===== src/rtl/rmb_pkg.sv =====
`timescale 1ns/1ps
// Shared types for the raster-to-macroblock reorderer.
// Assumes: nothing beyond IEEE 1800-2017 packages.
package rmb_pkg;
    // Operating state of the single line buffer.
    typedef enum logic [1:0] {
        PH_FILL  = 2'd0,   // first line of a frame: write only
        PH_SWAP  = 2'd1,   // read a slot and refill it in one operation
        PH_DRAIN = 2'd2    // last line leaving: read only
    } phase_t;
endpackage


===== src/rtl/rmb_addr_gen.sv =====
`timescale 1ns/1ps
// Remap address generator: produces the shared read/write slot address.
// The address advances by a stride. A sum above N-1 is reduced by N-1.
// The stride of the next line is the address used at operation index MB_W.
// Assumes: MB_H >= 2, so index MB_W lies inside a line of N operations.
module rmb_addr_gen #(
    parameter int MB_W = 5,
    parameter int MB_H = 4
) (
    input  logic                            clk,
    input  logic                            rst_n,
    input  logic                            step,
    input  logic                            restart,
    output logic [$clog2(MB_W*MB_H)-1:0]    addr,
    output logic                            last_op
);
    localparam int          N      = MB_W * MB_H;
    localparam int          AW     = $clog2(N);
    localparam int unsigned LAST   = N - 1;
    localparam logic [AW:0] LAST_X = LAST[AW:0];
    localparam logic [AW-1:0] LAST_A = LAST[AW-1:0];
    localparam logic [AW-1:0] SNAP_I = MB_W[AW-1:0];
    localparam logic [AW-1:0] ONE_A  = {{(AW-1){1'b0}}, 1'b1};

    logic [AW-1:0] addr_q, stride_q, snap_q, cnt_q;
    logic [AW:0]   sum, wrapped;
    logic [AW-1:0] addr_next, stride_next;

    // Next address: add the stride and fold values above N-1.
    always_comb begin
        sum       = {1'b0, addr_q} + {1'b0, stride_q};
        wrapped   = sum - LAST_X;
        addr_next = (sum > LAST_X) ? wrapped[AW-1:0] : sum[AW-1:0];
    end

    // Next-line stride: the snapshot, or the live address if index MB_W is this op.
    assign stride_next = (cnt_q == SNAP_I) ? addr_q : snap_q;
    assign last_op     = (cnt_q == LAST_A);
    assign addr        = addr_q;

    // Step the address, the operation count and the stride once per operation.
    always_ff @(posedge clk) begin
        if (!rst_n) begin
            addr_q   <= '0;
            cnt_q    <= '0;
            stride_q <= ONE_A;
            snap_q   <= ONE_A;
        end else if (step) begin
            if (cnt_q == SNAP_I) snap_q <= addr_q;
            if (last_op) begin
                cnt_q    <= '0;
                addr_q   <= '0;
                stride_q <= restart ? ONE_A : stride_next;
            end else begin
                cnt_q  <= cnt_q + ONE_A;
                addr_q <= addr_next;
            end
        end
    end

    // Every slot address stays inside the N-word buffer.
    p_addr_in_range_r5: assert property (@(posedge clk) disable iff (!rst_n)
        addr_q <= LAST_A);
    // A zero stride would revisit one slot forever.
    p_stride_nonzero_r5: assert property (@(posedge clk) disable iff (!rst_n)
        stride_q != '0);
    // Consecutive operations inside a line never reuse the same slot.
    p_fresh_slot_r4: assert property (@(posedge clk) disable iff (!rst_n)
        (step && !last_op) |=> (addr_q != $past(addr_q)));
    // A frame restart leaves the next line with unit stride from slot 0.
    p_restart_unit_r8: assert property (@(posedge clk) disable iff (!rst_n)
        (step && last_op && restart) |=> (stride_q == ONE_A && addr_q == '0));
endmodule


===== src/rtl/rmb_slot_ram.sv =====
`timescale 1ns/1ps
// Simple dual-port slot RAM with a registered read port.
// A read and a write to the same slot in one cycle return the old word.
// The read register holds its value while no read is issued.
// Assumes: DEPTH <= 2**AW.
module rmb_slot_ram #(
    parameter int DEPTH = 20,
    parameter int AW    = 5,
    parameter int DW    = 16
) (
    input  logic          clk,
    input  logic          we,
    input  logic [AW-1:0] wa,
    input  logic [DW-1:0] wd,
    input  logic          re,
    input  logic [AW-1:0] ra,
    output logic [DW-1:0] rd
);
    logic [DW-1:0] mem [DEPTH];

    // Read old contents first, then store the new word (non-blocking order).
    always_ff @(posedge clk) begin
        if (re) rd <= mem[ra];
        if (we) mem[wa] <= wd;
    end
endmodule


===== src/rtl/rmb_phase_ctl.sv =====
`timescale 1ns/1ps
// Frame sequencer: fill for the first line, swap for lines 1..MB_LINES-1,
// then drain, then back to fill for the next frame.
// Assumes: line_done pulses once on the last operation of each line.
module rmb_phase_ctl
    import rmb_pkg::*;
#(
    parameter int MB_LINES = 12
) (
    input  logic   clk,
    input  logic   rst_n,
    input  logic   line_done,
    output phase_t phase,
    output logic   restart
);
    localparam int LW = (MB_LINES > 1) ? $clog2(MB_LINES) : 1;
    localparam int unsigned LASTL = MB_LINES - 1;
    localparam logic [LW-1:0] LAST_LINE = LASTL[LW-1:0];
    localparam logic [LW-1:0] ONE_L     = {{(LW-1){1'b0}}, 1'b1};

    phase_t        phase_q;
    logic [LW-1:0] line_q;

    // Advance the frame state at the end of each line.
    always_ff @(posedge clk) begin
        if (!rst_n) begin
            phase_q <= PH_FILL;
            line_q  <= '0;
        end else if (line_done) begin
            unique case (phase_q)
                PH_FILL: begin
                    phase_q <= (MB_LINES > 1) ? PH_SWAP : PH_DRAIN;
                    line_q  <= ONE_L;
                end
                PH_SWAP: begin
                    if (line_q == LAST_LINE) phase_q <= PH_DRAIN;
                    else                     line_q  <= line_q + ONE_L;
                end
                default: begin
                    phase_q <= PH_FILL;
                    line_q  <= '0;
                end
            endcase
        end
    end

    assign phase   = phase_q;
    assign restart = (phase_q == PH_DRAIN);

    // A drain always ends in a fresh fill.
    p_drain_to_fill_r8: assert property (@(posedge clk) disable iff (!rst_n)
        (phase_q == PH_DRAIN && line_done) |=> (phase_q == PH_FILL));
endmodule


===== src/rtl/raster_mb_reorder.sv =====
`timescale 1ns/1ps
// Raster-order to macroblock-order reorderer using one line of storage.
// Each operation after the first line reads one slot and refills it with
// the next raster word; the output register presents the word read.
// Assumes: MB_H >= 2, MB_LINES >= 1, frames arrive whole and in raster order.
module raster_mb_reorder
    import rmb_pkg::*;
#(
    parameter int MB_W     = 5,
    parameter int MB_H     = 4,
    parameter int MB_LINES = 12,
    parameter int DW       = 16
) (
    input  logic          clk,
    input  logic          rst_n,
    input  logic          in_valid,
    output logic          in_ready,
    input  logic [DW-1:0] in_data,
    output logic          out_valid,
    input  logic          out_ready,
    output logic [DW-1:0] out_data
);
    localparam int N  = MB_W * MB_H;
    localparam int AW = $clog2(N);

    phase_t        phase;
    logic          restart, last_op, op, re, we, out_room, out_valid_q;
    logic [AW-1:0] addr;

    // Handshake: pair reads and writes once the fill is done.
    always_comb begin
        out_room = !out_valid_q || out_ready;
        unique case (phase)
            PH_FILL:  begin in_ready = 1'b1;     op = in_valid;             end
            PH_SWAP:  begin in_ready = out_room; op = in_valid && out_room; end
            default:  begin in_ready = 1'b0;     op = out_room;             end
        endcase
        re = op && (phase != PH_FILL);
        we = op && (phase != PH_DRAIN);
    end

    rmb_addr_gen #(.MB_W(MB_W), .MB_H(MB_H)) u_addr (
        .clk(clk), .rst_n(rst_n), .step(op), .restart(restart),
        .addr(addr), .last_op(last_op)
    );

    rmb_phase_ctl #(.MB_LINES(MB_LINES)) u_phase (
        .clk(clk), .rst_n(rst_n), .line_done(op && last_op),
        .phase(phase), .restart(restart)
    );

    rmb_slot_ram #(.DEPTH(N), .AW(AW), .DW(DW)) u_ram (
        .clk(clk), .we(we), .wa(addr), .wd(in_data),
        .re(re), .ra(addr), .rd(out_data)
    );

    // Output valid: set by a read, cleared when taken without a new read.
    always_ff @(posedge clk) begin
        if (!rst_n)         out_valid_q <= 1'b0;
        else if (re)        out_valid_q <= 1'b1;
        else if (out_ready) out_valid_q <= 1'b0;
    end

    assign out_valid = out_valid_q;

    // Reset leaves the output empty and the input open.
    p_reset_state_r1: assert property (@(posedge clk) disable iff (!rst_n)
        $rose(rst_n) |-> (!out_valid && in_ready));
    // A stalled output word holds still.
    p_hold_word_r6: assert property (@(posedge clk) disable iff (!rst_n)
        (out_valid && !out_ready) |=> (out_valid && $stable(out_data)));
    // Outside the fill, a blocked output also blocks the input.
    p_input_blocked_r6: assert property (@(posedge clk) disable iff (!rst_n)
        (out_valid && !out_ready && phase != PH_FILL) |-> !in_ready);
    // During the drain nothing new enters.
    p_drain_closed_r7: assert property (@(posedge clk) disable iff (!rst_n)
        (phase == PH_DRAIN) |-> !in_ready);
endmodule


===== config.mk =====
export PLATFORM = sky130hd
export DESIGN_NAME = raster_mb_reorder
export DESIGN_NICKNAME = d
export VERILOG_FILES = /design/src/rtl/rmb_pkg.sv /design/src/rtl/rmb_addr_gen.sv /design/src/rtl/rmb_slot_ram.sv /design/src/rtl/rmb_phase_ctl.sv /design/src/rtl/raster_mb_reorder.sv
export SDC_FILE = /design/constraint.sdc
export NUM_CORES = 1
export LEC_CHECK = 0
export CAP_MARGIN = 30
export CORE_MARGIN = 2
export CORE_UTILIZATION = 45
export CTS_CLUSTER_SIZE = 16
export DETAILED_ROUTE_END_ITERATION = 16
export PLACE_DENSITY = 0.71
export SYNTH_ARGS = -nofsm -noshare
export SYNTH_HDL_FRONTEND = slang
export SYNTH_SLANG_ARGS = --single-unit

===== constraint.sdc =====
create_clock -name clk -period 5.5 [get_ports clk]
set_clock_uncertainty 0.1 [all_clocks]
set_input_delay 1.1 -clock clk [delete_from_list [all_inputs] [get_ports clk]]
set_output_delay 1.1 -clock clk [all_outputs]
set_load 0.02 [all_outputs]

==> impl_metrics.py <==
metrics = {
    "critical_path": {
        "r2r_setup_slack_ns": 2.45,
        "cp-start-kind": "input port",
        "path_class": "in -> out",
        "cp.required_ns": 4.30,
        "critPathMaxFanout": 2,
        "cp.arrival_ns": 2.38,
        "rr_startpoint": "u_addr.addr[1]$_SDFFE_PN0N_",
        "worst_r2r_path_depth": 8,
        "r2r_end": "u_addr.addr[2]$_SDFFE_PN0N_",
        "end_kind": "primary output",
    },
    "clock_network": {
        "path_clk_slew_ns": 0.06,
        "cts_tree": "yes",
        "clk_path_buf_depth": 3,
        "cts_htree_levels": 2,
        "cts.repair.resized": 0,
        "cts_setup_buffers": 0,
        "clk_latency_ns": 0.54,
        "clock_sinks": 363,
        "cts_buffers": 37,
        "cts_hold_buf": 0,
        "clock-root-buffer": "clkbuf_16",
    },
    "final_layout": {
        "multi_input_area_mm2": 0.00354,
        "diodes": 0,
        "seq_area_mm2": 0.0106,
        "fin_nets": 815,
        "drive_above_1_share": 0.238,
        "fillers": 2386,
        "areaGrowthSynthToFinish_pct": 15.1,
    },
    "hold_path": {
        "hp-class": "reg -> reg",
        "whs_endpoint": "u_addr.stride_q[2]$_SDFFE_PN0P_",
        "hold_depth": 2,
        "min-delay-start": "u_addr.stride_q[2]$_SDFFE_PN0P_",
    },
    "routing": {
        "wirelength_um": 30100,
        "antenna_left": 0,
        "via_count": 7013,
        "via_per_inst": 5.77,
        "dr.pass1.iters": 6,
        "drc": 0,
        "wl_per_cell_um": 24.8,
        "drt_iter0_markers": 714,
    },
    "synthesis": {
        "synthArstFlopShare": 0,
        "synth_edf_count": 336,
        "synthesis.area_mm2": 0.0143,
        "synth_top_cells_by_area": "edfxtp_1 70%, mux4_2 12%, dfxtp_1 3.8%",
        "synth_top_family_by_area": "multiplexers",
        "synth_cell_types": 46,
        "synthSimpleGateAreaFrac": 0.0379,
        "synth_compound_area_frac": 0.0333,
        "synth_top_cell_by_area": "edfxtp_1",
        "synth_flop_cell": "edfxtp_1",
        "ys_seq_area_frac": 0.743,
        "synth.mux.area_fraction": 0.158,
        "synth_top_area_share": 0.705,
        "synth.avg_cell_area_um2": 19.6,
        "synth-seq-cells": 363,
        "netlist_instances": 731,
        "synth-xor-area-share": 0.00428,
        "yosys.area_share.adder": 0.00927,
        "ys_warn_count": 0,
        "synth_fp_nets": 761,
    },
    "floorplan": {
        "rows": 65,
        "core_mm2": 0.0315,
        "dieWidth_um": 182,
        "dieArea_mm2": 0.0332,
        "io-pin-count": 38,
        "die_y_um": 182,
        "start_util": 0.455,
    },
    "sta": {
        "setup_viol": 0,
        "setup_tns_ns": 0,
        "finalMaxSlewViolations": 0,
        "worst_pin_slew_ns": 0.974,
        "fmax_mhz": 279,
        "hold_violations": 0,
        "grt_setup_unrepaired": "false",
        "max-slew-margin-rel": 0.349,
        "finalCritPeriodShare": 0.651,
        "period_needed_ns": 3.58,
    },
    "global_route": {
        "grt_max_degree": 49,
        "track_usage": 0.185,
        "grt_pass1_wl_um": 44900,
        "overflow": 0,
        "grt_pass1_vias": 7048,
        "antenna_found_initial": 0,
    },
    "flow_run": {
        "drv_cap": 0,
    },
    "outcome": {
        "status": "finished, final reports clean",
    },
    "power_and_ir_drop": {
        "power_mw": 5.96,
        "ir_drop_mv": 0.224,
        "power.leakage_nw": 5.10,
        "power_density_mw_per_mm2": 362,
    },
    "place": {
        "gp_congestion": 0.834,
        "io_buffers": 37,
        "dp_hpwl_um": 18200,
    },
}
Yosys cell counts, types with 2 or more instances:
cell type	count
buf_1	4
inv_1	9
and2_1	5
buf_2	8
o22a_1	2
edfxtp_1	336
buf_4	5
nand3b_1	3
nor2b_1	8
xor2_1	4
mux4_2	78
nand4_1	2
o22ai_1	3
a21oi_1	10
buf_6	2
ha_1	9
dfxtp_1	27
nand3_1	13
or3_1	3
xnor2_1	3
and3_1	2
a22oi_1	15
nand2_1	25
nor3_1	6
mux2_2	16
o21ai_0	31
nor2_1	30
mux4_1	3
mux2i_1	24
a21boi_0	9
clkbuf_1	17
nand2b_1	5
through the flow:
stage               setup slack, ns  hold WS [ns]  std cells  instance area (µm²)  utilization
floorplan                      2.22         0.329        731                14300            -
global placement               1.55         0.354       1145                15200        0.482
detailed placement             1.47         0.361       1146                15200        0.482
CTS                            1.91         0.370       1214                16400        0.522
global route                   1.84         0.384       1216                16500        0.523
finish                         1.92         0.372       1216                16500        0.523
state kept, by name (all words and copies together) (netlist names):
signal           count
u_addr.snap_q        5
u_phase.phase        2
u_addr.addr          5
u_ram.mem          320
u_addr.cnt_q         5
u_addr.stride_q      5
u_ram.rd            16
u_phase.line_q       4
out_valid            1
layout by cell type, fill, tap and decap left out, types with 5 or more instances in the layout:
master | synthesis | final
clkbuf_1 | 17 | 5
nor2_1 | 30 | 13
mux2i_1 | 24 | 24
dfxtp_1 | 27 | 24
mux2_2 | 16 | 16
bufinv_16 | 0 | 5
a22oi_1 | 15 | 15
clkdlybuf4s50_1 | 0 | 37
and2_1 | 5 | 5
a21oi_1 | 10 | 10
clkinv_2 | 0 | 11
nand3_1 | 13 | 13
nand2b_1 | 5 | 5
nor2_2 | 0 | 17
inv_1 | 9 | 9
nand2_1 | 25 | 25
clkbuf_16 | 0 | 38
buf_4 | 5 | 11
a21boi_0 | 9 | 9
nor2b_1 | 8 | 8
edfxtp_1 | 336 | 336
clkinv_1 | 0 | 6
mux4_2 | 78 | 78
o21ai_0 | 31 | 31
ha_1 | 9 | 9
critical path: stages:
cell	delay (ns)
clkdlybuf4s50_1	0.47
nor2b_1	0.05
a21oi_1	0.14
clkdlybuf4s50_1	0.62
worst max-delay path by stage:
stage	from	to	slack (ns)	depth (start not counted)
floorplan	out_ready	u_ram.mem[6][0]$_DFFE_PP_	2.22	4
CTS	out_ready	in_ready	1.91	4
detailed placement	in_valid	u_ram.mem[14][7]$_DFFE_PP_	1.47	5
global route	out_ready	in_ready	1.84	4
global placement	in_valid	u_ram.mem[13][9]$_DFFE_PP_	1.55	5
finish	out_ready	in_ready	1.92	4
cell type report:
cell class	count	share of cell area
Sequential cell	363	0.646
Multi-Input combinational cell	323	0.215
Tap cell	402	0.0305
Clock inverter	25	0.0166
Inverter	9	0.00205
Clock buffer	43	0.0589
Timing Repair Buffer	51	0.0310
power breakdown:
part	internal (mW)	switching, mW
registers	3.05	0.0186
clock network	1.51	1.05
logic	0.145	0.189
total	4.70	1.26
per-layer routing:
layer | wire length [µm] | share of wire | global-route usage | vias to the layer above
met3 | 1930 | 0.064 | 0.0385 | 59
met4 | 997 | 0.033 | 0.0616 | 0
met1 | 13000 | 0.43 | 0.258 | 3613
met2 | 14200 | 0.47 | 0.295 | 261
met5 | 0 | 0 | 0 | -
li1 | - | - | - | 3080
kinds of logic after synthesis:
group	Yosys count
buf+inv	45
fa+ha+maj	10
compound gates	76
flops	363
xor+xnor	7
simple gates	109
mux	121
Power figures use the tool's default switching activity.
